$ cat src/rtl/epw_pkg.sv
// Package: shared codes and register layout constants for the rise/fall
// point PWM block. Assumes 32-bit write data.
package epw_pkg;

    // Clock type selection code per channel; the last code parks the channel.
    typedef enum logic [1:0] {
        TSEL_A   = 2'd0,
        TSEL_B   = 2'd1,
        TSEL_C   = 2'd2,
        TSEL_OFF = 2'd3
    } tsel_e;

    // Word addresses and field positions.
    localparam int CTRL_ADDR     = 0;
    localparam int CLK_BASE      = 1;
    localparam int CTRL_TSEL_LSB = 8;
    localparam int CFG_PER_LSB   = 0;
    localparam int CFG_HEXP_LSB  = 8;
    localparam int CFG_LDIV_LSB  = 16;
    localparam int HALF_W        = 16;
    localparam int FALL_OFS      = 8;

endpackage

$ cat src/rtl/epw_regs.sv
// Module: register file of the PWM block.
// Holds the channel control word, one configuration word per clock type and
// the staged rising/falling points of each channel. It emits a one-cycle
// restart pulse for a clock type whose word was written.
// Assumes PER_W <= 8 so that a point fits its byte in the duty word.
module epw_regs
    import epw_pkg::*;
#(
    parameter int NUM_CH    = 4,
    parameter int NUM_TYPES = 3,
    parameter int PER_W     = 8,
    parameter int HEXP_W    = 4,
    parameter int LDIV_W    = 4,
    parameter int ADDR_W    = 4,
    parameter int DATA_W    = 32
) (
    input  logic                          clk,
    input  logic                          rst_n,
    input  logic                          wr_en,
    input  logic [ADDR_W-1:0]             wr_addr,
    input  logic [DATA_W-1:0]             wr_data,
    output logic [NUM_CH-1:0]             ch_en,
    output logic [2*NUM_CH-1:0]           ch_tsel,
    output logic [NUM_TYPES*PER_W-1:0]    ty_per,
    output logic [NUM_TYPES*HEXP_W-1:0]   ty_hexp,
    output logic [NUM_TYPES*LDIV_W-1:0]   ty_ldiv,
    output logic [NUM_TYPES-1:0]          ty_restart,
    output logic [NUM_CH*PER_W-1:0]       ch_rise,
    output logic [NUM_CH*PER_W-1:0]       ch_fall
);

    localparam int DUTY_BASE = CLK_BASE + NUM_TYPES;

    logic ctrl_hit;
    assign ctrl_hit = wr_en && (wr_addr == ADDR_W'(CTRL_ADDR));

    // Control word: enables and clock type codes.
    always_ff @(posedge clk) begin
        if (!rst_n) begin
            ch_en   <= '0;
            ch_tsel <= '0;
        end else if (ctrl_hit) begin
            ch_en   <= wr_data[NUM_CH-1:0];
            ch_tsel <= wr_data[CTRL_TSEL_LSB +: 2*NUM_CH];
        end
    end

    for (genvar t = 0; t < NUM_TYPES; t++) begin : g_type
        logic              hit;
        logic [PER_W-1:0]  per_q;
        logic [HEXP_W-1:0] hexp_q;
        logic [LDIV_W-1:0] ldiv_q;
        logic              rst_q;

        assign hit = wr_en && (wr_addr == ADDR_W'(CLK_BASE + t));

        // Clock type word and its divider restart pulse.
        always_ff @(posedge clk) begin
            if (!rst_n) begin
                per_q  <= '0;
                hexp_q <= '0;
                ldiv_q <= '0;
                rst_q  <= 1'b0;
            end else begin
                rst_q <= hit;
                if (hit) begin
                    per_q  <= wr_data[CFG_PER_LSB  +: PER_W];
                    hexp_q <= wr_data[CFG_HEXP_LSB +: HEXP_W];
                    ldiv_q <= wr_data[CFG_LDIV_LSB +: LDIV_W];
                end
            end
        end

        assign ty_per [t*PER_W  +: PER_W]  = per_q;
        assign ty_hexp[t*HEXP_W +: HEXP_W] = hexp_q;
        assign ty_ldiv[t*LDIV_W +: LDIV_W] = ldiv_q;
        assign ty_restart[t]               = rst_q;
    end

    for (genvar i = 0; i < NUM_CH; i++) begin : g_pts
        localparam int PAIR = i / 2;
        localparam int HALF = i % 2;
        logic             hit;
        logic [PER_W-1:0] rise_q;
        logic [PER_W-1:0] fall_q;

        assign hit = wr_en && (wr_addr == ADDR_W'(DUTY_BASE + PAIR));

        // Staged points of this channel, taken from its half of the pair word.
        always_ff @(posedge clk) begin
            if (!rst_n) begin
                rise_q <= '0;
                fall_q <= '0;
            end else if (hit) begin
                rise_q <= wr_data[HALF*HALF_W +: PER_W];
                fall_q <= wr_data[HALF*HALF_W + FALL_OFS +: PER_W];
            end
        end

        assign ch_rise[i*PER_W +: PER_W] = rise_q;
        assign ch_fall[i*PER_W +: PER_W] = fall_q;
    end

    // A single write touches at most one clock type word.
    p_one_restart_r2: assert property (@(posedge clk) disable iff (!rst_n)
        $onehot0(ty_restart))
        else $error("more than one clock type restarted");

endmodule

$ cat src/rtl/epw_clkgen.sv
// Module: tick generator of one clock type.
// A linear stage pulses every D cycles, where D is 1 for L = 0 and 2L otherwise.
// A power-of-two stage passes every 2^H-th pulse on as a one-cycle tick.
// Both stages clear on a restart pulse; no tick is issued in that cycle.
module epw_clkgen #(
    parameter int HEXP_W = 4,
    parameter int LDIV_W = 4
) (
    input  logic              clk,
    input  logic              rst_n,
    input  logic              restart,
    input  logic [HEXP_W-1:0] hexp,
    input  logic [LDIV_W-1:0] ldiv,
    output logic              tick
);

    localparam int L1_W    = LDIV_W + 1;
    localparam int H_CNT_W = (1 << HEXP_W) - 1;

    logic [L1_W-1:0]    c1_q;
    logic [L1_W-1:0]    l_last;
    logic               p1;
    logic [H_CNT_W-1:0] c2_q;
    logic [H_CNT_W-1:0] mask;

    assign l_last = {ldiv, 1'b0} - L1_W'(1);
    assign p1     = (ldiv == '0) || (c1_q == l_last);
    assign mask   = ~({H_CNT_W{1'b1}} << hexp);
    assign tick   = !restart && p1 && ((c2_q & mask) == mask);

    // Linear stage counter.
    always_ff @(posedge clk) begin
        if (!rst_n || restart || p1) begin
            c1_q <= '0;
        end else begin
            c1_q <= c1_q + L1_W'(1);
        end
    end

    // Power-of-two stage counter, advanced by each linear pulse.
    always_ff @(posedge clk) begin
        if (!rst_n || restart) begin
            c2_q <= '0;
        end else if (p1) begin
            c2_q <= c2_q + H_CNT_W'(1);
        end
    end

    // Any divisor above one leaves at least one idle cycle after a tick.
    p_tick_gap_r2: assert property (@(posedge clk) disable iff (!rst_n)
        (tick && (hexp != '0 || ldiv != '0)) |=> !tick)
        else $error("ticks too close for divisor");

endmodule

$ cat src/rtl/epw_chan.sv
// Module: one PWM channel.
// Selects a clock type and counts its ticks from 0 to the period.
// Drives high between the active rising and falling points.
// Active points reload from the staged ones only at the wrap, or while the
// channel is not running.
// Assumes tick is a one-cycle pulse.
module epw_chan
    import epw_pkg::*;
#(
    parameter int NUM_TYPES = 3,
    parameter int PER_W     = 8
) (
    input  logic                       clk,
    input  logic                       rst_n,
    input  logic                       en,
    input  logic [1:0]                 tsel,
    input  logic [NUM_TYPES-1:0]       tick_all,
    input  logic [NUM_TYPES*PER_W-1:0] per_all,
    input  logic [PER_W-1:0]           rise_s,
    input  logic [PER_W-1:0]           fall_s,
    output logic                       pwm_out
);

    logic [PER_W-1:0] cnt_q;
    logic [PER_W-1:0] rise_a;
    logic [PER_W-1:0] fall_a;
    logic [PER_W-1:0] per_c;
    logic             tick_c;
    logic             sel_ok;
    logic             run;
    logic             at_end;
    logic             level;

    // Pick the tick and period of the selected clock type.
    always_comb begin
        tick_c = 1'b0;
        per_c  = '0;
        for (int t = 0; t < NUM_TYPES; t++) begin
            if (int'(tsel) == t) begin
                tick_c = tick_all[t];
                per_c  = per_all[t*PER_W +: PER_W];
            end
        end
    end

    assign sel_ok = (tsel != TSEL_OFF) && (int'(tsel) < NUM_TYPES);
    assign run    = en && sel_ok;
    assign at_end = tick_c && (cnt_q >= per_c);

    // Tick counter and active point registers.
    always_ff @(posedge clk) begin
        if (!rst_n) begin
            cnt_q  <= '0;
            rise_a <= '0;
            fall_a <= '0;
        end else if (!run || at_end) begin
            cnt_q  <= '0;
            rise_a <= rise_s;
            fall_a <= fall_s;
        end else if (tick_c) begin
            cnt_q <= cnt_q + PER_W'(1);
        end
    end

    // Output level as a function of count position and points.
    always_comb begin
        if (rise_a == fall_a) begin
            level = 1'b1;
        end else if (rise_a < fall_a) begin
            level = (cnt_q >= rise_a) && (cnt_q < fall_a);
        end else begin
            level = (cnt_q >= rise_a) || (cnt_q < fall_a);
        end
    end

    assign pwm_out = run && level;

    // Counter returns to zero after a tick at or beyond the period.
    p_wrap_zero_r3: assert property (@(posedge clk) disable iff (!rst_n)
        (run && at_end) |=> (cnt_q == '0))
        else $error("counter did not wrap");

    // Active points only move at the wrap or while parked.
    p_points_hold_r10: assert property (@(posedge clk) disable iff (!rst_n)
        (run && !at_end) |=> ($stable(rise_a) && $stable(fall_a)))
        else $error("points changed inside a period");

    // Equal points keep a running output high.
    p_full_high_r5: assert property (@(posedge clk) disable iff (!rst_n)
        (run && rise_a == fall_a) |-> pwm_out)
        else $error("equal points not full duty");

    // A cleared enable forces the output low.
    p_disabled_low_r7: assert property (@(posedge clk) disable iff (!rst_n)
        !en |-> !pwm_out)
        else $error("disabled channel active");

    // The park code keeps the output low.
    p_off_code_low_r8: assert property (@(posedge clk) disable iff (!rst_n)
        (tsel == TSEL_OFF) |-> !pwm_out)
        else $error("parked channel active");

endmodule

$ cat src/rtl/edge_point_pwm.sv
// Module: top of the rise/fall point PWM block.
// Connects the register file, one tick generator per clock type and one
// channel per output.
// Assumes the control word can hold all enables and type codes.
module edge_point_pwm
    import epw_pkg::*;
#(
    parameter int NUM_CH    = 4,
    parameter int NUM_TYPES = 3,
    parameter int PER_W     = 8,
    parameter int HEXP_W    = 4,
    parameter int LDIV_W    = 4,
    parameter int ADDR_W    = 4,
    parameter int DATA_W    = 32
) (
    input  logic              clk,
    input  logic              rst_n,
    input  logic              wr_en,
    input  logic [ADDR_W-1:0] wr_addr,
    input  logic [DATA_W-1:0] wr_data,
    output logic [NUM_CH-1:0] pwm_out
);

    logic [NUM_CH-1:0]           ch_en;
    logic [2*NUM_CH-1:0]         ch_tsel;
    logic [NUM_TYPES*PER_W-1:0]  ty_per;
    logic [NUM_TYPES*HEXP_W-1:0] ty_hexp;
    logic [NUM_TYPES*LDIV_W-1:0] ty_ldiv;
    logic [NUM_TYPES-1:0]        ty_restart;
    logic [NUM_TYPES-1:0]        ty_tick;
    logic [NUM_CH*PER_W-1:0]     ch_rise;
    logic [NUM_CH*PER_W-1:0]     ch_fall;

    epw_regs #(
        .NUM_CH(NUM_CH), .NUM_TYPES(NUM_TYPES), .PER_W(PER_W),
        .HEXP_W(HEXP_W), .LDIV_W(LDIV_W), .ADDR_W(ADDR_W), .DATA_W(DATA_W)
    ) u_regs (
        .clk(clk), .rst_n(rst_n), .wr_en(wr_en), .wr_addr(wr_addr),
        .wr_data(wr_data), .ch_en(ch_en), .ch_tsel(ch_tsel),
        .ty_per(ty_per), .ty_hexp(ty_hexp), .ty_ldiv(ty_ldiv),
        .ty_restart(ty_restart), .ch_rise(ch_rise), .ch_fall(ch_fall)
    );

    for (genvar t = 0; t < NUM_TYPES; t++) begin : g_clk
        epw_clkgen #(.HEXP_W(HEXP_W), .LDIV_W(LDIV_W)) u_clkgen (
            .clk(clk), .rst_n(rst_n), .restart(ty_restart[t]),
            .hexp(ty_hexp[t*HEXP_W +: HEXP_W]),
            .ldiv(ty_ldiv[t*LDIV_W +: LDIV_W]),
            .tick(ty_tick[t])
        );
    end

    for (genvar i = 0; i < NUM_CH; i++) begin : g_ch
        epw_chan #(.NUM_TYPES(NUM_TYPES), .PER_W(PER_W)) u_chan (
            .clk(clk), .rst_n(rst_n), .en(ch_en[i]),
            .tsel(ch_tsel[2*i +: 2]), .tick_all(ty_tick), .per_all(ty_per),
            .rise_s(ch_rise[i*PER_W +: PER_W]),
            .fall_s(ch_fall[i*PER_W +: PER_W]),
            .pwm_out(pwm_out[i])
        );
    end

endmodule

$ cat config.mk
export PLATFORM = sky130hd
export DESIGN_NAME = edge_point_pwm
export DESIGN_NICKNAME = d
export VERILOG_FILES = /design/src/rtl/epw_pkg.sv /design/src/rtl/epw_regs.sv /design/src/rtl/epw_clkgen.sv /design/src/rtl/epw_chan.sv /design/src/rtl/edge_point_pwm.sv
export SDC_FILE = /design/constraint.sdc
export NUM_CORES = 1
export LEC_CHECK = 0
export ABC_AREA = 1
export BUFFER_PORTS_ARGS = -buffer_cell sky130_fd_sc_hd__buf_2
export CORE_MARGIN = 8
export CORE_UTILIZATION = 45
export DETAILED_ROUTE_END_ITERATION = 6
export PLACE_DENSITY = 0.68
export SKIP_LAST_GASP = 1
export SLEW_MARGIN = 15
export SYNTH_ARGS = -nofsm -noshare
export SYNTH_HDL_FRONTEND = slang
export SYNTH_SLANG_ARGS = --single-unit
$ cat constraint.sdc
create_clock -name clk -period 2.3 [get_ports clk]
set_clock_uncertainty 0.1 [all_clocks]
set_input_delay 0.345 -clock clk [delete_from_list [all_inputs] [get_ports clk]]
set_output_delay 0.345 -clock clk [all_outputs]
set_load 0.1 [all_outputs]
==> results of run 1 <==
[report_power, final]
part | internal, mW | switching, mW | total (mW)
Combinational | 1.28 | 1.57 | 2.85
Clock | 3.28 | 2.18 | 5.46
Sequential | 4.99 | 0.0860 | 5.08
Total | 9.55 | 3.83 | 13.4
[placed cells by master, fill, tap and decap left out, drive strengths merged]
master,synthesis,routed
nor2,370,370
nand2,326,326
dfxtp,283,283
buf,28,260
a21oi,259,259
inv,234,236
o21ai,170,170
nand3,153,153
ha,138,138
nand4,57,57
clkbuf,53,45
nor3,35,35
o22ai,20,20
xnor2,18,18
xor2,16,16
o221ai,16,16
nand3b,9,9
clkinv,3,8
a211oi,7,7
o21a,6,6
a21boi,6,6
nor4,6,6
nor3b,5,5
o211ai,4,4
o2111ai,4,4
a221oi,4,4
bufinv,0,3
or2,3,3
and3,2,2
clkinvlp,0,2
diode,0,1
o31ai,1,1
[state kept, by name, indices dropped and copies added (netlist names)]
register and cells:
u_regs.ch_en 4, g_ch.u_chan.cnt_q 32, g_ch.u_chan.fall_a 32, u_regs.g_pts.fall_q 32, u_regs.g_type.per_q 24, g_clk.u_clkgen.c1_q 15, g_ch.u_chan.rise_a 32, u_regs.g_type.hexp_q 12
u_regs.g_type.ldiv_q 12, g_clk.u_clkgen.c2_q 45, u_regs.g_pts.rise_q 32, u_regs.ch_tsel 8, u_regs.g_type.rst_q 3
[how the worst max path moves through the flow]
stage                     cells after the start                               endpoint  slack [ns]                                  start
final                                        11                             pwm_out[0]       -0.49  g_ch[0].u_chan.rise_a[2]$_SDFFE_PN0P_
after global routing                         13                             pwm_out[0]       -0.62  g_ch[0].u_chan.fall_a[1]$_SDFFE_PN0P_
after CTS                                    11                             pwm_out[0]       -0.54  g_ch[0].u_chan.rise_a[1]$_SDFFE_PN0P_
after detailed placement                     11                             pwm_out[0]       -0.21  g_ch[0].u_chan.rise_a[3]$_SDFFE_PN0P_
after global placement                       11                             pwm_out[0]       -0.15  g_ch[0].u_chan.rise_a[3]$_SDFFE_PN0P_
after floorplan                              13  g_ch[1].u_chan.rise_a[6]$_SDFFE_PN0P_       0.002         u_regs.ch_tsel[2]$_SDFFE_PN0P_
[cell type report]
class | count | area, µm²
fill | 2874 | 13600
multi-input combinational | 1635 | 11000
sequential | 283 | 5780
timing repair buffer | 261 | 2350
clock buffer | 44 | 958
inverter | 237 | 933
tap | 461 | 577
clock inverter | 12 | 164
antenna | 1 | 2.50
[stage by stage]
step                      setup TNS [ns]  hold WS (ns)  std cells
after floorplan                        0         0.326       2236
after global placement             -3.25         0.341       2804
after detailed placement          -10.07         0.348       2804
after CTS                          -5.63       0.00432       2908
after global routing              -26.02        0.0301       2933
final                             -17.48        0.0245       2934
[kinds of logic (layout without fill, tap and decap cells)]
| group | Yosys count | count (layout) |
|---|---|---|
| compound gates | 497 | 497 |
| xor+xnor | 34 | 34 |
| fa+ha+maj | 138 | 138 |
| buf+inv | 318 | 554 |
| flops | 283 | 283 |
| other cells | 0 | 1 |
| simple gates | 966 | 966 |
[per-layer routing]
layer  track usage [%]  routed length (µm)
met2              37.4               24100
met5                 0                  55
met1              28.3               21500
met4              8.31                1960
met3              4.30                3230
[worst reg2reg max path: cells and delay by family (launching register included)]
kind	cells	cell delay (ns)
buffers and inverters	3	0.36
and+or+nand+nor	8	0.90
DFF	1	0.38
AOI/OAI and AO/OA	3	0.36
adders and majority gates	1	0.42
[what timing repair did]
item	4_1_cts	5_1_grt
resized for setup	259	303
cloned	10	1
endpoints found under the setup margin	106	134
buffers inserted	41	39
pin swaps	118	171
==> out/qor.csv, run 1 <==
metric,value,unit
drt first pass iters,6,
fin util,61.5,%
first-pass GRT wire length,77.6,mm
Worst EP required,1.86,ns
CTS tree,built,
Synth Area in Compound Gates,16.7,%
clock sinks,283,
H-tree Lvls,2,
routability cong.,0.942,
row cnt,69,
min cycle time layout,2.79,ns
worst hold path class,in -> reg,
drc violations,0,
post-synth top area share,35.4,%
arrival time worst endpoint,2.35,ns
"EDFF count, synth",0,
Min-Delay Path Depth,3,
Vias,16346,
initial antenna violation count,5,
Worst-Skew Late Latency,0.53,ns
Bufs on Longest Clock Path,3,
"CP delay by family, top",compound AO/OA/AOI/OAI gates,
die height,205,µm
largest family of logic cells by synthesized area,simple AND/OR/NAND/NOR gates,
GRT overflow,0,
"Seq/Total Area, Yosys",35.4,%
pre-CTS setup slack,-0.210,ns
nets@finish,2629,
measured slew at the worst slew-check pin,0.838,ns
Leak,8.52,nW
post-synthesis xor/xnor area fraction,1.86,%
reg2reg start,u_regs.ch_tsel[6]$_SDFFE_PN0P_,
CTS root buffer,clkbuf_16,
most numerous cell in the Yosys netlist,nor2_1,
FF-to-FF End,g_ch[3].u_chan.rise_a[4]$_SDFFE_PN0P_,
Post-DP HPWL,32.6,mm
Unique masters post-synth,43,
WP buf/inv,3,
f_max,0.358,GHz
slew margin rel.,44.1,%
post-route ant nets,0,
ys async rst share,0,%
total power,13.4,mW
DR vias/cell,5.57,
Num CTS Buffers,34,
Core Area,0.0353,mm²
vias in the first global route,15608,
"Slew Viols, Final",0,
Synth-to-Final Area Change,35.8,%
hold_sp,wr_data[20],
top_reg_cell synth,dfxtp_1,
kind of end point of the critical path,output port,
clock-pin slew on the worst setup and hold paths,0.06,ns
routed length per instance,17.3,µm
placed inst area,0.0177,mm²
post-route cell area,0.0217,mm²
post-synth net total,2413,
reg2reg setup slack,-0.27,ns
type of element launching the critical path,register,
layout cells sized above 1,31.6,%
end of the worst hold path,u_regs.g_pts[3].rise_q[4]$_SDFFE_PN0P_,
Mapped Cells,2236,
critical path cell sequence,inv_2 > ha_4 > nand2_2 > o21a_1 > o221ai_1 > nor2_1 > nor2_1 > nor2_1 > a21boi_2 > buf_4 > buf_12,
max_cap viols,0,
drt total wl,50.8,mm
Synth Cell Area,0.0160,mm²
largest net degree at the start of global routing,117,
Initial Utilization,45.3,%
Synth Register Bits,283,
"most used cell, CP",nor2_1,
Simple-Gate Fraction of Synth Area,27.2,%
mux cell area share after synthesis,0,%
All-Layer GR Usage,22.4,%
Post-CTS Hold Buffers,0,
number of I/O pins,43,
Port Buf Inserts,42,
Final period util,121,%
Power Dens Cells,616,mW/mm²
final setup violation count,100,
Adder-Cell Fraction of Synth Area,10.8,%
RSZ-0062 raised after global routing,yes,
Die Footprint,0.0418,mm²
status,"finished, violations left",
synthesized area per cell,7.15,µm²
crit-path max cell delay,0.34,ns
Crit-path slowest cell,dfxtp_2,
Synth top cells by count,"nor2_1 (363), nand2_1 (319), dfxtp_1 (283)",
initial DRC count,1169,
failing checks,negative setup slack,
Worst Reg-to-Reg Cells,15,
"Warnings, synthesis",0,
chip width,205,µm
post-synth top area cell,dfxtp_1,
Final Hold Fails,0,
Worst Path Max Fanout,2,
Max VDD drop,0.503,mV
WS Path Type,reg -> out,
ranking of synthesized cells by area,"dfxtp_1 (35%), ha_1 (11%), nor2_1 (8.5%)",
final worst setup slack,-0.493,ns
(Power assumes the default switching activity.)
==> run 2, diff against run 1 <==
==> constraint.sdc (replaced) <==
create_clock -name clk -period 2.3 [get_ports clk]
set_clock_uncertainty 0.1 [all_clocks]
set_input_delay 0.115 -clock clk [delete_from_list [all_inputs] [get_ports clk]]
set_output_delay 0.115 -clock clk [all_outputs]
set_load 0.1 [all_outputs]
==> out/qor.csv, run 2 (same netlist as run 1, synthesis figures left out) <==
metric,value,unit
reg2reg start,u_regs.ch_tsel[0]$_SDFFE_PN0P_,
Fillers,2951,
Worst-Skew Late Latency,0.52,ns
GRT overflow,0,
number of I/O pins,43,
Vias,16293,
initial DRC count,1102,
measured slew at the worst slew-check pin,0.921,ns
post-route cell area,0.0217,mm²
DR vias/cell,5.51,
Die Footprint,0.0418,mm²
reg2reg setup slack,-0.20,ns
worst hold slack,0.153,ns
layout cells sized above 1,29.1,%
type of element launching the critical path,register,
WS Path Type,reg -> out,
drt first pass iters,7,
FF-to-FF End,g_ch[0].u_chan.rise_a[1]$_SDFFE_PN0P_,
status,"finished, violations left",
Worst Reg-to-Reg Cells,15,
critical path cell sequence,buf_4 > ha_1 > a21oi_2 > nor2_2 > a211oi_2 > o221ai_2 > nand2_1 > a21boi_2 > buf_4 > buf_12,
All-Layer GR Usage,22.4,%
pre-CTS setup slack,-0.147,ns
power share of the clock group,40.5,%
Sw Ratio,27.8,%
Cell Int Power,9.58,mW
hold_sp,wr_addr[1],
sequential share of power,38.2,%
routability cong.,0.934,
chip width,205,µm
"CP delay by family, top",compound AO/OA/AOI/OAI gates,
end of the worst hold path,u_regs.g_type[2].rst_q$_SDFF_PN0_,
Crit-path slowest cell,dfxtp_2,
CTS tree,built,
Worst EP required,2.09,ns
Num CTS Buffers,34,
crit-path max cell delay,0.32,ns
Core Area,0.0353,mm²
Worst Path Max Fanout,2,
Synth-to-Final Area Change,35.6,%
RSZ-0062 raised after global routing,yes,
H-tree Lvls,2,
largest net degree at the start of global routing,193,
clock-pin slew on the worst setup and hold paths,0.06,ns
largest reg by FF count,g_clk.u_clkgen.c2_q,
arrival time worst endpoint,2.30,ns
Bufs on Longest Clock Path,3,
drt total wl,49.9,mm
min cycle time layout,2.52,ns
Min-Delay Path Depth,4,
routed length per instance,16.9,µm
total power,13.3,mW
net load switching power,3.69,mW
Final Hold Fails,0,
kind of end point of the critical path,output port,
post-route ant nets,0,
failing checks,negative setup slack,
f_max,0.397,GHz
initial antenna violation count,1,
"commonest non-fill, non-tap cells in the layout","nor2_1 (330), nand2_1 (308), dfxtp_1 (217), inv_1 (181)",
Post-DP HPWL,32.4,mm
slew margin rel.,38.4,%
setup TNS,-9.39,ns
"most used cell, CP",buf_4,
row cnt,69,
final worst setup slack,-0.218,ns
vias in the first global route,15432,
Power Dens Cells,612,mW/mm²
nets@finish,2651,
first-pass GRT wire length,77.3,mm
Combinational Power Share,21.3,%
worst hold path class,in -> reg,
max_cap viols,0,
"most common cell after layout, fill and taps aside",nor2_1,
Leak,8.55,nW
die height,205,µm
Port Buf Inserts,42,
WP buf/inv,3,
Initial Utilization,45.3,%
Max VDD drop,0.648,mV
clock sinks,283,
CTS root buffer,clkbuf_16,
final setup violation count,92,
drc violations,0,
Final period util,109,%
placed inst area,0.0175,mm²
max reg flops,45,
"Slew Viols, Final",0,
==> run 2: cell types whose count changed in the layout (fill, tap and decap cells not counted), moves of 6 or more <==
cell           previous run  this run
a21oi_1                 150       166
a21oi_2                 102        87
buf_4                   172       166
buf_6                    24        13
dlygate4sd3_1             0        33
nand2_1                 296       308
nand2_2                  23        11
nand3_1                  78        85
nand3_4                  26        16
o22ai_2                   5        11
==> run 2: how the worst max path moves through the flow <==
stage | from | endpoint | slack (ns) | cells after the start
final | g_ch[1].u_chan.rise_a[1]$_SDFFE_PN0P_ | pwm_out[1] | -0.22 | 10
after detailed placement | u_regs.ch_tsel[7]$_SDFFE_PN0P_ | g_ch[3].u_chan.fall_a[0]$_SDFFE_PN0P_ | -0.15 | 14
after floorplan | u_regs.ch_tsel[2]$_SDFFE_PN0P_ | g_ch[1].u_chan.rise_a[6]$_SDFFE_PN0P_ | 0.002 | 13
after global routing | g_ch[1].u_chan.cnt_q[0]$_SDFFE_PP0P_ | pwm_out[1] | -0.38 | 12
after global placement | u_regs.ch_tsel[7]$_SDFFE_PN0P_ | g_ch[3].u_chan.rise_a[2]$_SDFFE_PN0P_ | -0.11 | 14
after CTS | g_ch[0].u_chan.cnt_q[3]$_SDFFE_PP0P_ | pwm_out[0] | -0.24 | 10
==> run 2: power groups by stage <==
stage	clock network (mW)	registers, mW	logic [mW]
5_1_grt	5.67	5.08	3.02
6_report	5.37	5.07	2.83
3_3_place_gp	0	5.18	1.68
2_1_floorplan	0	5.16	1.13
3_5_place_dp	0	5.18	1.72
4_1_cts	5.46	5.07	2.66
==> run 2: per-layer routing <==
layer / global-route usage [%] / up-vias / wire length (µm)
met1: 28.6 / 7614 / 21400
met3: 3.73 / 147 / 3210
met5: 0 / - / 0
met4: 8.82 / 0 / 1700
met2: 37.4 / 507 / 23600
li1: - / 8025 / -
==> run 2: repair_timing <==
| action | CTS | global route |
|---|---|---|
| hold endpoints to repair | 122 | 0 |
| cloned | 10 | 1 |
| endpoints found under the setup margin | 102 | 122 |
| gates resized for setup | 275 | 227 |
| pin swaps | 97 | 115 |
| hold buffers | 33 | 0 |
| setup buffers | 57 | 28 |
==> run 2: through the flow <==
stage / util, % / std cells
3_3_place_gp: 49.6 / 2783
2_1_floorplan: - / 2236
5_1_grt: 61.4 / 2956
4_1_cts: 58.6 / 2937
3_5_place_dp: 49.6 / 2783
6_report: 61.4 / 2956
==> run 2: layout make-up <==
class	count	area (µm²)	area share (%)
multi-input cells	1635	10700	49.3
flip-flops and latches	283	5790	26.7
repair buffers	283	2620	12.1
clock buffers	48	975	4.50
inverters	237	913	4.21
well taps	461	577	2.66
clock inverters	8	121	0.560
diodes	1	2.50	0.0115
==> run 2: worst register-to-register path: cells and delay by family, from the launching register on <==
family	cells	cell delay (ns)
AND/OR/NAND/NOR	8	0.89
flip-flops	1	0.37
AO/OA/AOI/OAI	3	0.37
adder cells (fa/ha/maj)	1	0.32
buffers and inverters	3	0.39
